--- src/rtl/irq_level_arbiter.sv ---
module irq_level_arbiter #(
  parameter int unsigned NSRC = 8,
  parameter int unsigned VW = 8,
  parameter logic [VW-1:0] SPURIOUS = 8'd24,
  localparam int unsigned IW = (NSRC > 1) ? $clog2(NSRC) : 1
) (
  input  logic            clk,
  input  logic            rst_n,
  input  logic [NSRC-1:0] req,
  input  logic [2:0]      mask,
  input  logic            cfg_we,
  input  logic [IW-1:0]   cfg_idx,
  input  logic [VW-1:0]   cfg_vector,
  input  logic [2:0]      cfg_level,
  input  logic [2:0]      cfg_sub,
  input  logic            ack,
  output logic [2:0]      pend_level,
  output logic            vec_valid,
  output logic [VW-1:0]   vec_out
);

  logic [VW-1:0] vec_q [NSRC];
  logic [2:0]    lvl_q [NSRC];
  logic [2:0]    sub_q [NSRC];

  logic [5:0]    win_key;
  logic [VW-1:0] win_vec;
  logic [2:0]    win_lvl;
  logic          pass;

  always_ff @(posedge clk) begin
    if (!rst_n) begin
      for (int i = 0; i < NSRC; i++) begin
        vec_q[i] <= '0;
        lvl_q[i] <= '0;
        sub_q[i] <= '0;
      end
    end else if (cfg_we && (int'(cfg_idx) < NSRC)) begin
      vec_q[cfg_idx] <= cfg_vector;
      lvl_q[cfg_idx] <= cfg_level;
      sub_q[cfg_idx] <= cfg_sub;
    end
  end

  always_comb begin
    win_key = '0;
    win_vec = SPURIOUS;
    for (int i = 0; i < NSRC; i++) begin
      if (req[i] && lvl_q[i] != 3'd0 && {lvl_q[i], sub_q[i]} > win_key) begin
        win_key = {lvl_q[i], sub_q[i]};
        win_vec = vec_q[i];
      end
    end
  end

  assign win_lvl = win_key[5:3];
  assign pass    = (win_lvl == 3'd7) || (win_lvl > mask);

  always_ff @(posedge clk) begin
    if (!rst_n) begin
      pend_level <= '0;
      vec_valid  <= 1'b0;
      vec_out    <= '0;
    end else begin
      pend_level <= pass ? win_lvl : 3'd0;
      vec_valid  <= ack;
      if (ack) vec_out <= pass ? win_vec : SPURIOUS;
    end
  end

endmodule

--- config.mk ---
export PLATFORM = sky130hd
export DESIGN_NAME = irq_level_arbiter
export DESIGN_NICKNAME = d
export VERILOG_FILES = /design/src/rtl/irq_level_arbiter.sv
export SDC_FILE = /design/constraint.sdc
export NUM_CORES = 1
export LEC_CHECK = 0
export BUFFER_PORTS_ARGS = -buffer_cell sky130_fd_sc_hd__buf_2
export CAP_MARGIN = 20
export CORE_ASPECT_RATIO = 0.7
export CORE_MARGIN = 2
export CORE_UTILIZATION = 56
export DETAILED_ROUTE_END_ITERATION = 12
export PLACE_DENSITY_LB_ADDON = 0.1
export SLEW_MARGIN = 20
export SYNTH_ARGS = -nofsm -noshare
export SYNTH_HDL_FRONTEND = slang
export SYNTH_SLANG_ARGS = --single-unit
--- constraint.sdc ---
create_clock -name clk -period 14.76 [get_ports clk]
set_input_delay 1.476 -clock clk [delete_from_list [all_inputs] [get_ports clk]]
set_output_delay 1.476 -clock clk [all_outputs]
set_load 0.05 [all_outputs]
Yosys cells after proc, flatten, opt, wreduce, memory -nomap -nowiden
Memories as Yosys holds them, arrays and structs flattened.
Index checks and enable logic that the tools add are counted.

cells by class
  eq/ne operators = 1
  bitwise logic cells = 0
  multipliers = 0
  reduce and logical (&&, ||, !) cells = 29
  shift-type cells = 0
  divide/modulo/power cells = 0
  order comparisons = 9
  multiplexer cells = 30
  add/sub/neg operators = 0

operators by type and width
  kind                                                           count
  2-to-1 mux 8 bit                                               10
  2-to-1 mux 6 bit                                               8
  greater-than comparator 6 bit                                  7
  nonzero test 3 bit                                             8
  logical AND 1 bit                                              16
  2-to-1 mux 3 bit                                               5
  OR reduction 8 bit                                             1
  2-to-1 mux 1 bit                                               7
  greater-than comparator 6 x 1 -> 1 bit, second input constant  1
  OR reduction 3 bit                                             2
  == test 3 bit, second input constant                           1
  greater-than comparator 3 bit                                  1
  AND reduction 2 bit                                            1
  logical OR 1 bit                                               1

word-level totals
  bits in read-only memories = 0
  word-level logic and storage cells = 75
  memories kept = 3
  input port bits = 32
  output and inout port bits = 12
  register bits after elaboration = 12
  memory bits (writable) = 112
  bits in latches = 0

memory list
  name   words  width  rd ports  clocked after memory_dff  wr ports  line  RTL
  vec_q  8      8      8         0                         8         22    logic [VW-1:0] vec_q [NSRC];
  lvl_q  8      3      8         0                         8         23    logic [2:0] lvl_q [NSRC];
  sub_q  8      3      8         0                         8         24    logic [2:0] sub_q [NSRC];

Logic depth before layout (Yosys ltp)
  word-level depth = 28
  mapped depth = 76
  gate-level depth less buffers = 67

Least setup slack after synthesis
No wires, ideal clock.

  kind = input port to flip-flop
  start point = input port req[0]
  end point = register vec_out[0]
  data arrival time = 15.297 ns
  setup time = 0.061 ns
  path slack = -0.598 ns
  path buffers = 9
  stages = 70
  required time = 14.699 ns
  cell sequence = o31a_1 clkbuf_1 nand2_1 ha_1 nor2b_1 o21a_1 o311a_1 or4_1 a21o_1 o311a_1 nand2_2 buf_1 clkbuf_1 nor2_1 a21oi_1 inv_1 ha_1 nand4_1 [34 not listed] clkbuf_1 mux2_1 ha_1 nor2b_1 o21ai_0 nand3b_1 and2_1 a31oi_1 a221oi_4 mux2_2 ha_1 a21o_1 a21oi_1 a31oi_1 a21oi_1 o31a_1 a21boi_0 a22o_1

on the way
  word-level cells in the longest chain between the ends = 27
  elaborated cells on any way between the ends = 36
  those cells by class = order compare (8); eq/ne (1); mux (17); reduce/logical (10)

ends and longest elaborated chain
  what                                                            line  RTL
  from (decl)                                                     9     input logic [NSRC-1:0] req,
  logical AND 1 bit * (2 in a row)                                49    if (req[i] && lvl_q[i] != 3'd0 && {lvl_q[i], sub_q[i]} > win_key) begin
  2-to-1 mux 6 bit *                                              49
  greater-than comparator 6 bit                                   49
  logical AND 1 bit                                               49
  2-to-1 mux 6 bit *                                              49
  greater-than comparator 6 bit                                   49
  logical AND 1 bit                                               49
  2-to-1 mux 6 bit *                                              49
  [11 not listed]                                                 --
  2-to-1 mux 6 bit *                                              49
  greater-than comparator 6 bit                                   49
  logical AND 1 bit                                               49
  2-to-1 mux 6 bit *                                              49
  net win_key[4]                                                  26    logic [5:0] win_key;
  greater-than comparator 3 bit or == test 3 bit (tied branches)  57    assign pass = (win_lvl == 3'd7) || (win_lvl > mask);
  logical OR 1 bit *                                              57
  2-to-1 mux 8 bit *                                              67    if (ack) vec_out <= pass ? win_vec : SPURIOUS;
  to (signal assigned)                                            67
  to (decl)                                                       19    output logic [VW-1:0] vec_out

Mark *: on every way through the listed nets, which the timed path passes. The rest lies on a longest branch.
A chain may end at the register's enable or synchronous reset.

Worst setup path in the final report
  start point = input port req[0]
  end point = register vec_out[2]

The elaborated chain is that of the path after synthesis.

==> results.cfg <==
[sta]
setup_viol = 0
hold_viol = 0
min_period_ns = 14.11
slew_headroom = 0.473
fmax_mhz = 70.9
max_slew.worst_pin.slew_ns = 0.781
post-route-period-util = 0.956
whs_ns = 0.478
skew_ns = 0.00921
finalSetupTns_ns = 0
maxSlewViolCount = 0

[power_and_ir_drop]
power_leakage_nw = 3.35
p_per_area_mw_per_mm2 = 153
power.switching_uw = 446
pwr-share-clk = 0.310
power.total_mw = 1.31
ir_worst_vdd_uv = 79.7
seq_power_share = 0.332
p_int_uw = 859
p_comb_frac = 0.358
p_sw_frac = 0.342

[hold_path]
min_path_type = flip-flop to flip-flop
min_from = vec_out[0]

[logic_synthesis]
synth_sequential_area_ratio = 0.486
yosysTopAreaCell = edfxtp_1
ys_ff_latch = 124
yosys_warnings = 0
synth_top_family_by_area = simple AND/OR/NAND/NOR gates
postSynthCellCount = 724
synth_xor_area_frac = 0.00827
synth_compound_gate_area_share = 0.151
async_reset_ff_frac = 0
syn_avg_cell_area_um2 = 10.2
synth_fa_ha_area_frac = 0.0574
netlist.area_leader.share = 0.454
netlist_area_mm2 = 0.00741
synth_flop_cell = edfxtp_1
yosys.area_share.simple = 0.220
synth_edf_count = 112
synth_nets = 786
synth.area.mux_share = 0.0424
ys_types = 74
ys_top_cells_by_area = edfxtp_1, and2_1, ha_1

[cts]
cts_buffers = 17
clockRootBuffer = clkbuf_16
cts_max_level = 4
postCtsHoldBufs = 0
clk_latency_ns = 0.40
cts_tree = yes
clk_pin_slew_ns = 0.06
clock_sinks = 124
cts_buffer_depth = 2

[grt]
grt_max_degree = 26
overflow = 0
busiest_layer = met2
grt_pass1_vias = 5387
grtUsageMet2 = 0.374
met3_usage = 0.0406
grt_util_all_layers = 0.241
grt_pass1_wl_um = 26900
grtUsageMet1 = 0.356
antenna_found_initial = 0

[route]
drc = 0
dr.pass1.iters = 7
wl_per_cell_um = 17.3
routed_via_density = 5.86
first_iter_violations = 523
wl_um = 16500
vias = 5568
drtAntennaViolNets = 0

[setup_path]
crit_path_start_kind = primary input
rr_startpoint = lvl_q[0][0]
path_buf_inv = 8
crit_type = primary input to flip-flop
critPathArrivalTime_ns = 14.40
path_common_cell = ha_1
cp.required_ns = 15.05
crit_start = req[0]
cp_top_family = compound AO/OA/AOI/OAI gates
critPathCaptureType = flip-flop
max_stage_delay_ns = 0.54
crit_path_max_fanout = 21
crit_slowest_cell = or4_1

[finish]
fin_nets = 833
syn_to_final_growth_pct = 15.4
layout_commonest_cell = and2_1
n_antenna_cell = 0
drive_above_1_share = 0.170
mostFrequentLayoutCells = and2_1, edfxtp_1, nor2_1, a21oi_1, buf_2
stdcell_area_mm2 = 0.00855

[status]
outcome = finished clean

[floorplan]
core_mm2 = 0.0131
die_y_um = 100
die-area_mm2 = 0.0142
die_w_um = 142
initial_utilization = 0.568
ios = 44
rows = 35

[run]
maxCapViolCount = 0

[placement]
io_buffers = 43
gp_congestion = 0.837
placed_area_mm2 = 0.00783
hpwlAfterDp_um = 12500
==> final timing paths <==
check / end / slack (ns) / depth (start not counted)
hold / removal: vec_out[0] / 0.48 / 1
setup reg to reg: vec_out[2] / 1.31 / 64
setup / recovery: vec_out[2] / 0.65 / 65
hold reg to reg: vec_out[0] / 0.48 / 1
==> repair_timing <==
item,CTS,global route
buffers inserted,0,2
setup endpoints to repair,0,11
gates resized for setup,0,27
hold endpoints to repair,0,0
==> registers in the layout (all words and copies together) (netlist names) <==
signal,cells
vec_q,64
pend_level,3
lvl_q,24
vec_out,8
vec_valid,1
sub_q,24
==> synth_stat cells (4+ instances only) <==
cell type / count
a31oi_1: 11
o21ai_0: 32
mux2_2: 10
clkbuf_1: 26
ha_1: 30
or3_1: 5
edfxtp_1: 112
a22o_1: 7
a21oi_1: 49
and2_1: 124
o31a_1: 5
o21a_1: 5
nand2b_1: 6
nand4_1: 8
mux2i_1: 13
a211oi_1: 7
nand2_1: 41
nand3_1: 18
o31ai_1: 4
xnor2_1: 4
inv_1: 35
maj3_1: 5
nor2b_1: 8
dfxtp_1: 12
a21o_1: 7
o21ai_1: 5
a311oi_1: 7
nor3_1: 7
nor2_1: 54
==> power groups by stage <==
stage | combinational, mW | clock [mW] | sequential [mW]
after floorplan | 0.295 | 0 | 0.471
after global routing | 0.515 | 0.425 | 0.436
final | 0.468 | 0.405 | 0.433
after detailed placement | 0.428 | 0 | 0.439
after global placement | 0.413 | 0 | 0.438
after CTS | 0.430 | 0.408 | 0.432
==> final cells by class <==
| cell class | count | area, um2 |
|---|---|---|
| inverters | 36 | 135 |
| multi-input cells | 533 | 3660 |
| fillers | 1023 | 4500 |
| flip-flops and latches | 124 | 3600 |
| repair buffers | 59 | 368 |
| clock inverters | 13 | 141 |
| well taps | 166 | 208 |
| clock buffers | 19 | 443 |
==> metrics by stage <==
stage	utilization	setup slack, ns	instances
2_1_floorplan	-	0.00261	724
4_1_cts	0.644	0.147	948
6_report	0.656	0.651	950
5_1_grt	0.656	-0.0414	950
3_5_place_dp	0.600	-0.223	916
3_3_place_gp	0.598	0.344	915
==> routing by layer <==
metal | share of wire | routed length (um)
met2 | 0.45 | 7420
met3 | 0.042 | 693
met5 | 0 | 0
met4 | 0.012 | 192
met1 | 0.50 | 8150
==> cells by family after synthesis <==
kind of cell | Yosys count
AO/OA/AOI/OAI | 167
adder cells (fa/ha/maj) | 35
XOR/XNOR | 7
multiplexers | 28
buffers and inverters | 67
flip-flops | 124
AND/OR/NAND/NOR | 296
Power figures use the tool's default switching activity.
